<file path="src/rtl/eth_tfs_pkg.sv">
package eth_tfs_pkg;

  localparam int NUM_FRAMES = 4;
  localparam int PRE_LEN    = 7;
  localparam int HDR_LEN    = 14;
  localparam int MIN_PAY    = 46;

  localparam logic [7:0] PRE_BYTE = 8'h55;
  localparam logic [7:0] SFD_BYTE = 8'hD5;

  localparam logic [1:0] FR_MIN  = 2'd0;
  localparam logic [1:0] FR_TYPE = 2'd1;
  localparam logic [1:0] FR_ERR  = 2'd2;
  localparam logic [1:0] FR_PAD  = 2'd3;

  typedef enum logic [2:0] {
    PH_PRE, PH_SFD, PH_HDR, PH_PAY, PH_GAP, PH_DONE
  } phase_e;

  typedef struct packed {
    logic       en;
    logic       er;
    logic [7:0] data;
  } gmii_sym_t;

endpackage

</file>
<file path="src/rtl/eth_tfs_ctrl.sv">
module eth_tfs_ctrl
  import eth_tfs_pkg::*;
#(
  parameter int CNT_W        = 7,
  parameter int IFG_LEN      = 12,
  parameter int TYPE_PAY_LEN = 64
) (
  input  logic             clk_i,
  input  logic             rst_ni,
  input  logic             ce_i,
  output phase_e           phase_o,
  output logic [1:0]       frame_o,
  output logic [CNT_W-1:0] idx_o
);

  phase_e           phase_q;
  logic [1:0]       frame_q;
  logic [CNT_W-1:0] idx_q;
  logic [CNT_W-1:0] pay_len [NUM_FRAMES];
  logic [CNT_W-1:0] ph_len;
  logic             ph_last;

  for (genvar g = 0; g < NUM_FRAMES; g++) begin : g_len
    if (g == int'(FR_TYPE)) begin : g_type
      assign pay_len[g] = CNT_W'(TYPE_PAY_LEN);
    end else begin : g_min
      assign pay_len[g] = CNT_W'(MIN_PAY);
    end
  end

  always_comb begin
    unique case (phase_q)
      PH_PRE:  ph_len = CNT_W'(PRE_LEN);
      PH_SFD:  ph_len = CNT_W'(1);
      PH_HDR:  ph_len = CNT_W'(HDR_LEN);
      PH_PAY:  ph_len = pay_len[frame_q];
      PH_GAP:  ph_len = CNT_W'(IFG_LEN);
      default: ph_len = CNT_W'(1);
    endcase
  end

  assign ph_last = (idx_q == ph_len - CNT_W'(1));

  always_ff @(posedge clk_i or negedge rst_ni) begin
    if (!rst_ni) begin
      phase_q <= PH_PRE;
      frame_q <= FR_MIN;
      idx_q   <= '0;
    end else if (ce_i && phase_q != PH_DONE) begin
      if (!ph_last) begin
        idx_q <= idx_q + CNT_W'(1);
      end else begin
        idx_q <= '0;
        unique case (phase_q)
          PH_PRE: phase_q <= PH_SFD;
          PH_SFD: phase_q <= PH_HDR;
          PH_HDR: phase_q <= PH_PAY;
          PH_PAY: phase_q <= PH_GAP;
          PH_GAP: begin
            if (frame_q == FR_PAD) begin
              phase_q <= PH_DONE;
            end else begin
              phase_q <= PH_PRE;
              frame_q <= frame_q + 2'd1;
            end
          end
          default: phase_q <= PH_DONE;
        endcase
      end
    end
  end

  assign phase_o = phase_q;
  assign frame_o = frame_q;
  assign idx_o   = idx_q;

  a_r3_pre_bound: assert property (@(posedge clk_i) disable iff (!rst_ni)
    phase_q == PH_PRE |-> idx_q < CNT_W'(PRE_LEN));

  a_r9_gap_bound: assert property (@(posedge clk_i) disable iff (!rst_ni)
    phase_q == PH_GAP |-> idx_q < CNT_W'(IFG_LEN));

  a_r10_done_after_last: assert property (@(posedge clk_i) disable iff (!rst_ni)
    phase_q == PH_DONE |-> frame_q == FR_PAD);

  a_r5_frame_step_at_pre: assert property (@(posedge clk_i) disable iff (!rst_ni)
    !$stable(frame_q) |-> (phase_q == PH_PRE && idx_q == '0));

endmodule

</file>
<file path="src/rtl/eth_tfs_bytegen.sv">
module eth_tfs_bytegen
  import eth_tfs_pkg::*;
#(
  parameter int          CNT_W    = 7,
  parameter logic [47:0] DST_MAC  = 48'h02_00_00_00_00_01,
  parameter logic [47:0] SRC_MAC  = 48'h02_00_00_00_00_02,
  parameter logic [15:0] TYPE_VAL = 16'h0800,
  parameter int          PAD_DATA = 10,
  parameter int          ERR_POS  = 23
) (
  input  phase_e           phase_i,
  input  logic [1:0]       frame_i,
  input  logic [CNT_W-1:0] idx_i,
  output gmii_sym_t        sym_o
);

  logic [15:0] lt_word;
  logic [7:0]  hdr_byte;
  logic [7:0]  pay_byte;
  logic [7:0]  idx8;

  assign idx8 = 8'(idx_i);

  always_comb begin
    unique case (frame_i)
      FR_TYPE: lt_word = TYPE_VAL;
      FR_PAD:  lt_word = 16'(PAD_DATA);
      default: lt_word = 16'(MIN_PAY);
    endcase
  end

  always_comb begin
    hdr_byte = 8'h00;
    for (int b = 0; b < 6; b++) begin
      if (int'(idx_i) == b)     hdr_byte = DST_MAC[8*(5-b) +: 8];
      if (int'(idx_i) == b + 6) hdr_byte = SRC_MAC[8*(5-b) +: 8];
    end
    if (int'(idx_i) == 12) hdr_byte = lt_word[15:8];
    if (int'(idx_i) == 13) hdr_byte = lt_word[7:0];
  end

  // zero fill beyond the announced length of the padded frame
  always_comb begin
    if (frame_i == FR_PAD && int'(idx_i) >= PAD_DATA) pay_byte = 8'h00;
    else                                             pay_byte = idx8 + {frame_i, 6'b0};
  end

  always_comb begin
    sym_o = '0;
    unique case (phase_i)
      PH_PRE: sym_o = '{en: 1'b1, er: 1'b0, data: PRE_BYTE};
      PH_SFD: sym_o = '{en: 1'b1, er: 1'b0, data: SFD_BYTE};
      PH_HDR: sym_o = '{en: 1'b1, er: 1'b0, data: hdr_byte};
      PH_PAY: sym_o = '{en: 1'b1,
                        er: (frame_i == FR_ERR) && (int'(idx_i) == ERR_POS),
                        data: pay_byte};
      default: sym_o = '0;
    endcase
  end

endmodule

</file>
<file path="src/rtl/eth_tfs_outreg.sv">
module eth_tfs_outreg
  import eth_tfs_pkg::*;
(
  input  logic      clk_i,
  input  logic      rst_ni,
  input  logic      ce_i,
  input  logic      fin_i,
  input  gmii_sym_t sym_i,
  output gmii_sym_t sym_o,
  output logic      done_o
);

  gmii_sym_t sym_q;
  logic      done_q;

  always_ff @(posedge clk_i or negedge rst_ni) begin
    if (!rst_ni) begin
      sym_q  <= '0;
      done_q <= 1'b0;
    end else if (ce_i) begin
      if (fin_i) begin
        sym_q  <= '0;
        done_q <= 1'b1;
      end else begin
        sym_q  <= sym_i;
      end
    end
  end

  assign sym_o  = sym_q;
  assign done_o = done_q;

  a_r11_er_needs_en: assert property (@(posedge clk_i) disable iff (!rst_ni)
    sym_q.er |-> sym_q.en);

  a_r7_single_er_byte: assert property (@(posedge clk_i) disable iff (!rst_ni)
    sym_q.er && ce_i |=> !sym_q.er);

endmodule

</file>
<file path="src/rtl/eth_tfs_top.sv">
module eth_tfs_top
  import eth_tfs_pkg::*;
#(
  parameter int          IFG_LEN      = 12,
  parameter int          TYPE_PAY_LEN = 64,
  parameter logic [47:0] DST_MAC      = 48'h02_00_00_00_00_01,
  parameter logic [47:0] SRC_MAC      = 48'h02_00_00_00_00_02,
  parameter logic [15:0] TYPE_VAL     = 16'h0800,
  parameter int          PAD_DATA     = 10,
  parameter int          ERR_POS      = 23
) (
  input  logic       clk_i,
  input  logic       rst_ni,
  input  logic       ce_i,
  output logic [7:0] txd_o,
  output logic       tx_en_o,
  output logic       tx_er_o,
  output logic       done_o
);

  localparam int MAX_A   = (TYPE_PAY_LEN > MIN_PAY) ? TYPE_PAY_LEN : MIN_PAY;
  localparam int MAX_B   = (IFG_LEN > HDR_LEN) ? IFG_LEN : HDR_LEN;
  localparam int MAX_LEN = (MAX_A > MAX_B) ? MAX_A : MAX_B;
  localparam int CNT_W   = $clog2(MAX_LEN + 1);

  phase_e           phase;
  logic [1:0]       frame;
  logic [CNT_W-1:0] idx;
  gmii_sym_t        sym_next;
  gmii_sym_t        sym_out;

  eth_tfs_ctrl #(
    .CNT_W       (CNT_W),
    .IFG_LEN     (IFG_LEN),
    .TYPE_PAY_LEN(TYPE_PAY_LEN)
  ) u_ctrl (
    .clk_i  (clk_i),
    .rst_ni (rst_ni),
    .ce_i   (ce_i),
    .phase_o(phase),
    .frame_o(frame),
    .idx_o  (idx)
  );

  eth_tfs_bytegen #(
    .CNT_W   (CNT_W),
    .DST_MAC (DST_MAC),
    .SRC_MAC (SRC_MAC),
    .TYPE_VAL(TYPE_VAL),
    .PAD_DATA(PAD_DATA),
    .ERR_POS (ERR_POS)
  ) u_gen (
    .phase_i(phase),
    .frame_i(frame),
    .idx_i  (idx),
    .sym_o  (sym_next)
  );

  eth_tfs_outreg u_out (
    .clk_i (clk_i),
    .rst_ni(rst_ni),
    .ce_i  (ce_i),
    .fin_i (phase == PH_DONE),
    .sym_i (sym_next),
    .sym_o (sym_out),
    .done_o(done_o)
  );

  assign txd_o   = sym_out.data;
  assign tx_en_o = sym_out.en;
  assign tx_er_o = sym_out.er;

  a_r2_hold_without_ce: assert property (@(posedge clk_i) disable iff (!rst_ni)
    !ce_i |=> $stable(txd_o) && $stable(tx_en_o) && $stable(tx_er_o) && $stable(done_o));

  a_r10_done_sticky: assert property (@(posedge clk_i) disable iff (!rst_ni)
    done_o |=> done_o);

  a_r10_idle_when_done: assert property (@(posedge clk_i) disable iff (!rst_ni)
    done_o |-> !tx_en_o && !tx_er_o && txd_o == 8'h00);

  a_r9_gap_data_zero: assert property (@(posedge clk_i) disable iff (!rst_ni)
    !tx_en_o |-> txd_o == 8'h00);

endmodule

</file>
<file path="config.mk">
export PLATFORM = sky130hd
export DESIGN_NAME = eth_tfs_top
export DESIGN_NICKNAME = d
export VERILOG_FILES = /design/src/rtl/eth_tfs_pkg.sv /design/src/rtl/eth_tfs_ctrl.sv /design/src/rtl/eth_tfs_bytegen.sv /design/src/rtl/eth_tfs_outreg.sv /design/src/rtl/eth_tfs_top.sv
export SDC_FILE = /design/constraint.sdc
export NUM_CORES = 1
export LEC_CHECK = 0
export ABC_AREA = 1
export ABC_CLOCK_PERIOD_IN_PS = 5400
export BUFFER_PORTS_ARGS = -buffer_cell sky130_fd_sc_hd__buf_2
export CORE_MARGIN = 2
export CORE_UTILIZATION = 50
export CTS_BUF_LIST = sky130_fd_sc_hd__clkbuf_4
export DETAILED_ROUTE_END_ITERATION = 6
export GPL_ROUTABILITY_DRIVEN = 0
export PLACE_DENSITY = 0.67
export SLEW_MARGIN = 20
export SYNTH_ARGS = -nofsm -noshare
export SYNTH_HDL_FRONTEND = slang
export SYNTH_SLANG_ARGS = --single-unit
</file>
<file path="constraint.sdc">
create_clock -name clk_i -period 5.4 [get_ports clk_i]
set_clock_uncertainty 0.2 [all_clocks]
set_input_delay 1.08 -clock clk_i [delete_from_list [all_inputs] [get_ports clk_i]]
set_output_delay 1.08 -clock clk_i [all_outputs]
set_load 0.1 [all_outputs]
</file>
==> impl_metrics.env, run 1 <==
export IMPL_path_common_cell="nand2_1"
export IMPL_coreArea_sq_um=3390
export IMPL_clkLatencyLatePin_ns=0.31
export IMPL_avgSynthCellArea_sq_um=7.29
export IMPL_synth_compound_area_share_pct=5.44
export IMPL_grt_antenna_before_repair=0
export IMPL_path_cells="inv_1, ha_1, inv_1, nand2_1, nand2_1, nand2_1, ha_1, inv_1, nand2_1, nand3b_1, a21oi_1, nand2_1, nor2_4, nand2_4, nand3_1, inv_1"
export IMPL_tightestPinTransition_ns=0.533
export IMPL_synth_fa_ha_area_share_pct=6.98
export IMPL_critPathMaxStageDelay_ns=0.46
export IMPL_slowest_stage="dfrtp_1"
export IMPL_p_leak_nw=1.02
export IMPL_required_ns=5.43
export IMPL_die_h_um=63.9
export IMPL_die_w_um=63.9
export IMPL_synthSimpleGateAreaFrac_pct=42.6
export IMPL_finalSetupViolCount=0
export IMPL_synthMuxAreaShare_pct=0
export IMPL_grt_max_degree=24
export IMPL_port_buffers=13
export IMPL_max_slew_margin_rel_pct=64.5
export IMPL_placed_cell_area_sq_um=1860
export IMPL_yosys_area_top_type_share_pct=32.1
export IMPL_cp_end_kind="flop"
export IMPL_cts_sinks=23
export IMPL_clkTransAtPathRegs_ns=0.13
export IMPL_hold_class="flop to flop"
export IMPL_cp_start_kind="flop"
export IMPL_rsz0062_at_grt="false"
export IMPL_clock_path_buffers=2
export IMPL_synth_nets=259
export IMPL_wl_per_cell_um=12.6
export IMPL_overflow=0
export IMPL_wl_mm=3.83
export IMPL_diodes=0
export IMPL_cts_hold_buf=0
export IMPL_period_share_pct=45.6
export IMPL_vias=1518
export IMPL_root_buffer="clkbuf_4"
export IMPL_syn_to_final_growth_pct=5.51
export IMPL_first_pass_iters=4
export IMPL_initial_core_util_pct=52.9
export IMPL_ant_nets=0
export IMPL_ys_ff_latch=23
export IMPL_synth_seq_area_share_pct=32.1
export IMPL_cts_buffers=3
export IMPL_h_tree_depth=1
export IMPL_synth_xor_xnor_area_share_pct=1.95
export IMPL_hold_violations=0
export IMPL_nets=271
export IMPL_synth_flop_cell="dfrtp_1"
export IMPL_ys_types=30
export IMPL_grt_pass1_wl_mm=6.98
export IMPL_critPathKind="flop to flop"
export IMPL_synthTopCellsByCount="nand2_1 (78), inv_1 (27), dfrtp_1 (23)"
export IMPL_ys_warn_count=0
export IMPL_p_per_area_nw_per_um2=425
export IMPL_outcome="completed"
export IMPL_yosysTopAreaCell="dfrtp_1"
export IMPL_finalSetupTns_ns=0
export IMPL_avgViaCountPerCell=5.01
export IMPL_design_area_sq_um=1890
export IMPL_rows=21
export IMPL_dr_first_iter_drc_count=85
export IMPL_finalCriticalPeriod_ns=2.46
export IMPL_post_cts_buffers=0
export IMPL_dpl_hpwl_mm=3.06
export IMPL_fmax_ghz=0.406
export IMPL_max_cap_violations=0
export IMPL_synthArstFlopShare_pct=100
export IMPL_synth_top_family_by_area="simple AND/OR/NAND/NOR gates"
export IMPL_dieArea_sq_um=4080
export IMPL_ir_worst_vdd_uv=173
export IMPL_drv_slew=0
export IMPL_cp_arrival_ns=2.49
export IMPL_cts_resized=0
export IMPL_crit_fanout=8
export IMPL_netlist_instances=246
export IMPL_drcViolationCount=0
export IMPL_yosys_top_cells_area="dfrtp_1 (32%), nand2_1 (16%), ha_1 (7.0%)"
export IMPL_synth_area_sq_um=1790
export IMPL_grt_usage_pct=21.7
export IMPL_yosysMostFrequentCell="nand2_1"
export IMPL_ioPinCount=14
export IMPL_synth_edf_count=0
export IMPL_cts_tree="done"
export IMPL_drive_gt1_share_pct=19.8
export IMPL_first_global_vias=1520
## metrics by stage
| step | instances | power, W | worst slack (ns) | hold WS, ns | utilization (%) |
|---|---|---|---|---|---|
| 6_report | 303 | 0.000805 | 2.94 | 0.290 | 55.8 |
| 3_3_place_gp | 299 | 0.000717 | 2.97 | 0.252 | 54.9 |
| 4_1_cts | 303 | 0.000806 | 2.94 | 0.294 | 55.8 |
| 2_1_floorplan | 246 | 0.000637 | 3.22 | 0.325 | - |
| 3_5_place_dp | 299 | 0.000718 | 2.95 | 0.261 | 54.9 |
| 5_1_grt | 303 | 0.000881 | 2.65 | 0.312 | 55.8 |
## sequential cells by signal, summed over array words and instances, names as in the netlist
name            cells
u_out.sym_o        10
u_out.done_o        1
u_ctrl.idx_o        7
u_ctrl.phase_o      3
u_ctrl.frame_o      2
## where the power goes
part	total (W)	internal, W	switching (W)
Combinational	0.000425	0.000126	0.000299
Clock	0.0000882	0.0000339	0.0000543
Sequential	0.000292	0.000210	0.0000812
## final timing paths
| kind | startpoint | end | slack (ns) | cells past startpoint |
|---|---|---|---|---|
| max | u_ctrl.frame_o[1] | u_ctrl.idx_o[5] | 2.94 | 16 |
| min | u_out.sym_o[5] | u_out.sym_o[5] | 0.29 | 2 |
| max reg2reg | u_ctrl.frame_o[1] | u_ctrl.idx_o[5] | 2.94 | 16 |
| min reg2reg | u_out.sym_o[5] | u_out.sym_o[5] | 0.29 | 2 |
| max in group asynchronous | rst_ni | u_ctrl.frame_o[0] | 4.15 | 1 |
| min in group asynchronous | rst_ni | u_ctrl.phase_o[0] | 0.51 | 1 |
## cell type report
cell class | count | area, sq um
flip-flops and latches | 23 | 576
clock buffers | 4 | 30.0
multi-input cells | 181 | 1020
well taps | 46 | 57.6
repair buffers | 13 | 65.1
inverters | 36 | 143
fillers | 340 | 1500
## kinds of logic after synthesis
kind of cell | count (synthesis)
AND/OR/NAND/NOR | 151
buffers and inverters | 42
AO/OA/AOI/OAI | 16
XOR/XNOR | 4
adder cells (fa/ha/maj) | 10
flip-flops | 23
## per-layer routing
| metal | GRT usage [%] | up-vias | routed length, um |
|---|---|---|---|
| met1 | 29.3 | 681 | 1900 |
| met5 | 0 | - | 0 |
| met2 | 36.8 | 32 | 1740 |
| met4 | 5.43 | 0 | 35 |
| li1 | - | 801 | - |
| met3 | 2.29 | 4 | 162 |
## critical path, delay by kind of cell, from the launching register on
family / cells / cell delay [ns]
buffers and inverters: 4 / 0.24
and+or+nand+nor: 9 / 0.79
adders and majority gates: 2 / 0.55
DFF: 1 / 0.46
AOI/OAI and AO/OA: 1 / 0.11
## layout by cell type, fill, tap and decap left out, drive strengths merged
| cell type | Yosys | layout |
|---|---|---|
| clkbuf | 0 | 4 |
| ha | 10 | 10 |
| inv | 35 | 35 |
| o31ai | 1 | 1 |
| nand2 | 88 | 88 |
| buf | 6 | 13 |
| nor3 | 1 | 1 |
| nor2 | 24 | 24 |
| xor2 | 4 | 4 |
| dfrtp | 23 | 23 |
| a21oi | 4 | 4 |
| o21bai | 1 | 1 |
| nand3b | 2 | 2 |
| o21ai | 7 | 7 |
| a31oi | 2 | 2 |
| o22ai | 1 | 1 |
| nand4 | 8 | 8 |
| nand3 | 28 | 28 |
| clkinv | 1 | 1 |
Power figures use the tool's default switching activity.
==> run 2, diff against run 1 <==
ABC_CLOCK_PERIOD_IN_PS = 2100   (was 5400)
PLACE_DENSITY = 0.7   (was 0.67)
clock period = 2.1 ns   (was 5.4 ns; I/O delays follow)
==> impl_metrics.env, run 2 (same netlist as run 1, synthesis figures left out) <==
export IMPL_reg2reg_slack_ns=-0.10
export IMPL_grt_max_degree=24
export IMPL_path_cells="inv_2, ha_4, inv_2, nand2_2, nand2_2, nand2_2, ha_4, inv_2, nand2_2, nand3b_1, a21oi_1, nand2_1, nor2_4, nand2_4, nand2_1, nand2_1"
export IMPL_rsz0062_at_grt="true"
export IMPL_outcome="finished with violations"
export IMPL_cp_start_kind="flop"
export IMPL_cts_tree="done"
export IMPL_syn_to_final_growth_pct=14.3
export IMPL_dpl_hpwl_mm=3.31
export IMPL_nets=285
export IMPL_r2r_end="u_ctrl.phase_o[2]"
export IMPL_finalSetupViolCount=12
export IMPL_hold_violations=0
export IMPL_cp_end_kind="flop"
export IMPL_mostFrequentLayoutCell="nand2_1"
export IMPL_clkLatencyLatePin_ns=0.31
export IMPL_setup_worst_path_end="u_ctrl.phase_o[2]"
export IMPL_wl_mm=4.32
export IMPL_tightestPinTransition_ns=0.531
export IMPL_drv_slew=0
export IMPL_fill_cells=332
export IMPL_required_ns=2.11
export IMPL_ioPinCount=14
export IMPL_final_cell_mix="nand2_1 (71), dfrtp_1 (23), inv_1 (21)"
export IMPL_hold_class="primary input to flop"
export IMPL_rows=21
export IMPL_multi_input_area_sq_um=1070
export IMPL_fmax_ghz=0.454
export IMPL_first_global_vias=1594
export IMPL_clkTransAtPathRegs_ns=0.14
export IMPL_violations="setup timing"
export IMPL_grt_usage_pct=23.1
export IMPL_grt_pass1_wl_mm=7.45
export IMPL_cts_sinks=23
export IMPL_die_w_um=63.9
export IMPL_overflow=0
export IMPL_die_h_um=63.9
export IMPL_root_buffer="clkbuf_4"
export IMPL_clock_path_buffers=2
export IMPL_cp_arrival_ns=2.21
export IMPL_dieArea_sq_um=4080
export IMPL_final_util_pct=60.5
export IMPL_avgViaCountPerCell=5.29
export IMPL_wl_per_cell_um=13.6
export IMPL_vias=1678
export IMPL_cts_buffers=3
export IMPL_path_common_cell="nand2_2"
export IMPL_initial_core_util_pct=52.9
export IMPL_slowest_stage="dfrtp_1"
export IMPL_setup_ws_ns=-0.102
export IMPL_r2r_start="u_ctrl.frame_o[1]"
export IMPL_grt_antenna_before_repair=0
export IMPL_diodes=0
export IMPL_rr_worst_depth=16
export IMPL_crit_start="u_ctrl.frame_o[1]"
export IMPL_port_buffers=13
export IMPL_seq_area_sq_um=576
export IMPL_p_leak_nw=1.09
export IMPL_ant_nets=0
export IMPL_first_pass_iters=4
export IMPL_critPathMaxStageDelay_ns=0.39
export IMPL_h_tree_depth=1
export IMPL_drive_gt1_share_pct=29.9
export IMPL_drcViolationCount=0
export IMPL_max_slew_margin_rel_pct=64.6
export IMPL_total_power_w=0.00221
export IMPL_ir_worst_vdd_uv=451
export IMPL_p_per_area_nw_per_um2=1080
export IMPL_finalCriticalPeriod_ns=2.20
export IMPL_period_share_pct=105
export IMPL_crit_fanout=8
export IMPL_dr_first_iter_drc_count=122
export IMPL_critPathKind="flop to flop"
export IMPL_max_cap_violations=0
export IMPL_largest_reg_flops=10
export IMPL_coreArea_sq_um=3390
-- run 2: changes by cell type in the layout (fill, tap and decap cells not counted), moves of 6 or more --
cell / change
nand2_2: +7
nand2_1: -7
inv_1: -6
buf_4: +13
inv_2: +6
-- run 2: worst min path at each step --
stage	cells after the start	endpoint	start	slack, ns
2_1_floorplan	0	u_ctrl.frame_o[0]	rst_ni	-0.08
3_3_place_gp	1	u_ctrl.idx_o[3]	rst_ni	0.23
3_5_place_dp	1	u_out.sym_o[9]	rst_ni	0.23
4_1_cts	3	u_out.sym_o[5]	ce_i	0.22
5_1_grt	3	u_out.sym_o[5]	ce_i	0.23
6_report	3	u_out.sym_o[5]	ce_i	0.23
-- run 2: stage by stage --
step | hold slack (ns) | area, sq um | setup WS, ns | std cells | TNS [ns]
3_5_place_dp | 0.228 | 1950 | -0.0379 | 309 | -0.314
3_3_place_gp | 0.230 | 1950 | -0.00711 | 309 | -0.0290
4_1_cts | 0.225 | 2000 | -0.0679 | 316 | -0.505
6_report | 0.232 | 2050 | -0.102 | 317 | -0.784
5_1_grt | 0.234 | 2050 | -0.263 | 317 | -2.71
2_1_floorplan | -0.0756 | 1810 | 0.0119 | 246 | 0
-- run 2: where the power goes --
part | switching, W | internal [W] | total [W]
clock | 0.000137 | 0.0000710 | 0.000208
combinational | 0.000876 | 0.000405 | 0.00128
sequential | 0.000178 | 0.000542 | 0.000720
total | 0.00119 | 0.00102 | 0.00221
-- run 2: repair_timing --
item                       in CTS  in global routing
buffers inserted                2                  1
hold endpoints to repair       23                  0
gates resized for setup         1                 15
setup endpoints to repair      12                 16
hold buffers                    1                  0
pin swaps                      12                 18
-- run 2: worst max-delay path, delay by kind of cell (launching register included) --
family / cells / cell delay, ns
compound gates: 1 / 0.12
flops: 1 / 0.39
simple gates: 10 / 0.81
buf+inv: 3 / 0.13
fa+ha+maj: 2 / 0.43
-- run 2: area by class of cell --
class	count	share of cell area [%]
clock buffers	3	1.10
inverters	36	6.96
repair buffers	27	8.42
clock inverters	1	0.244
well taps	46	2.81
multi-input cells	181	52.4
flip-flops and latches	23	28.1
-- run 2: per-layer routing --
layer,wire [um],vias up,GRT usage [%]
met2,2010,68,38.0
li1,-,830,-
met3,280,15,2.64
met4,163,0,10.6
met5,0,-,0
met1,1870,765,30.3
==> run 3, diff against run 2 <==
PLACE_DENSITY = 0.81   (was 0.7)
==> impl_metrics.env, run 3 (same netlist as run 1, synthesis figures left out) <==
export IMPL_outcome="finished with violations"
export IMPL_violations="setup timing"
export IMPL_ioPinCount=14
export IMPL_r2r_start="u_ctrl.frame_o[1]"
export IMPL_whs_ns=0.211
export IMPL_multi_input_area_sq_um=1070
export IMPL_root_buffer="clkbuf_4"
export IMPL_max_cap_violations=0
export IMPL_max_slew_margin_rel_pct=65.1
export IMPL_vias=1643
export IMPL_period_share_pct=107
export IMPL_dieArea_sq_um=4080
export IMPL_place_inst=312
export IMPL_clock_path_buffers=2
export IMPL_fin_cells=321
export IMPL_cp_start_kind="flop"
export IMPL_cp_end_kind="flop"
export IMPL_placed_cell_area_sq_um=1970
export IMPL_design_area_sq_um=2080
export IMPL_initial_core_util_pct=52.9
export IMPL_grt_usage_pct=23.0
export IMPL_grt_antenna_before_repair=0
export IMPL_ir_worst_vdd_uv=540
export IMPL_wl_mm=4.20
export IMPL_ant_nets=0
export IMPL_worstHoldStart="ce_i"
export IMPL_overflow=0
export IMPL_fmax_ghz=0.446
export IMPL_finalSetupViolCount=12
export IMPL_coreArea_sq_um=3390
export IMPL_required_ns=2.13
export IMPL_hold_violations=0
export IMPL_dr_first_iter_drc_count=76
export IMPL_seq_area_sq_um=576
export IMPL_p_leak_nw=1.12
export IMPL_wl_per_cell_um=13.1
export IMPL_place_ws_ns=-0.105
export IMPL_avgViaCountPerCell=5.12
export IMPL_tightestPinTransition_ns=0.524
export IMPL_clkTransAtPathRegs_ns=0.14
export IMPL_setup_ws_ns=-0.144
export IMPL_syn_to_final_growth_pct=15.8
export IMPL_cts_tree="done"
export IMPL_final_cell_mix="nand2_1 (72), inv_1 (23), dfrtp_1 (23)"
export IMPL_finalCriticalPeriod_ns=2.24
export IMPL_drive_gt1_share_pct=29.8
export IMPL_crit_start="u_ctrl.frame_o[1]"
export IMPL_mostFrequentLayoutCell="nand2_1"
export IMPL_hold_class="primary input to flop"
export IMPL_finalSetupTns_ns=-0.830
export IMPL_dpl_hpwl_mm=3.26
export IMPL_clkLatencyLatePin_ns=0.32
export IMPL_die_h_um=63.9
export IMPL_port_buffers=13
export IMPL_p_per_area_nw_per_um2=1070
export IMPL_h_tree_depth=1
export IMPL_grt_max_degree=24
export IMPL_rows=21
export IMPL_largest_reg_flops=10
export IMPL_diodes=0
export IMPL_nets=289
export IMPL_cts_sinks=23
export IMPL_drv_slew=0
export IMPL_fill_cells=307
export IMPL_rsz0062_at_grt="true"
export IMPL_first_pass_iters=4
export IMPL_grt_pass1_wl_mm=7.38
export IMPL_first_global_vias=1617
export IMPL_cp_arrival_ns=2.27
export IMPL_drcViolationCount=0
export IMPL_die_w_um=63.9
export IMPL_cts_buffers=3
export IMPL_critPathKind="flop to flop"
export IMPL_crit_fanout=2
-- run 3: changes by cell type in the layout (fill, tap and decap cells not counted) --
cell / previous run / this run
inv_2: 12 / 10
buf_4: 13 / 17
inv_1: 21 / 23
nand2_2: 12 / 11
nand2_1: 71 / 72
-- run 3: worst paths after layout --
path / endpoint / slack, ns / cells past startpoint
worst max-delay path: u_ctrl.frame_o[1] / -0.14 / 17
worst min-delay path: u_out.sym_o[1] / 0.21 / 3
worst max register to register: u_ctrl.frame_o[1] / -0.14 / 17
worst min register to register: u_out.sym_o[5] / 0.29 / 2
max in group asynchronous: u_ctrl.phase_o[1] / 0.96 / 2
min in group asynchronous: u_out.sym_o[0] / 0.39 / 2
-- run 3: layout make-up --
| cell class | instances | share of cell area [%] |
|---|---|---|
| flip-flops and latches | 23 | 27.7 |
| clock inverters | 1 | 0.241 |
| repair buffers | 31 | 9.76 |
| well taps | 46 | 2.77 |
| clock buffers | 3 | 1.08 |
| multi-input cells | 181 | 51.6 |
| inverters | 36 | 6.87 |
-- run 3: timing repair --
action,in CTS,in global routing
gates resized for setup,5,8
hold buffers,1,0
pin swaps,6,12
setup buffers,4,0
endpoints found under the hold margin,23,0
endpoints found under the setup margin,12,12
-- run 3: layer usage --
metal,global-route usage [%],part of all wire (%)
met5,0,0
met4,5.98,1.3
met3,4.05,6.1
met2,40.4,49
met1,28.9,43
-- run 3: critical path, cell delays in order (launching register included) --
cell and delay [ns]:
dfrtp_1 0.39, inv_2 0.06, ha_4 0.16, inv_2 0.05, nand2_2 0.05, nand2_2 0.09
nand2_2 0.08, ha_4 0.27, inv_2 0.03, nand2_2 0.06, nand2_1 0.05, nor2_1 0.10
nand2_1 0.07, nor2_2 0.14, buf_4 0.13, nand4_1 0.11, nand2_1 0.09, nand2_1 0.05
-- run 3: power by group --
group | leakage [nW] | internal (W) | switching, W
Sequential | 0.281 | 0.000542 | 0.000182
Combinational | 0.820 | 0.000435 | 0.000852
Clock | 0.0177 | 0.0000715 | 0.000147
Total | 1.12 | 0.00105 | 0.00118
-- run 3: stage by stage --
step,power (W),utilization [%]
after floorplan,0.00164,-
after global routing,0.00240,61.3
after global placement,0.00188,58.2
after CTS,0.00218,60.5
final,0.00223,61.3
after detailed placement,0.00191,58.2
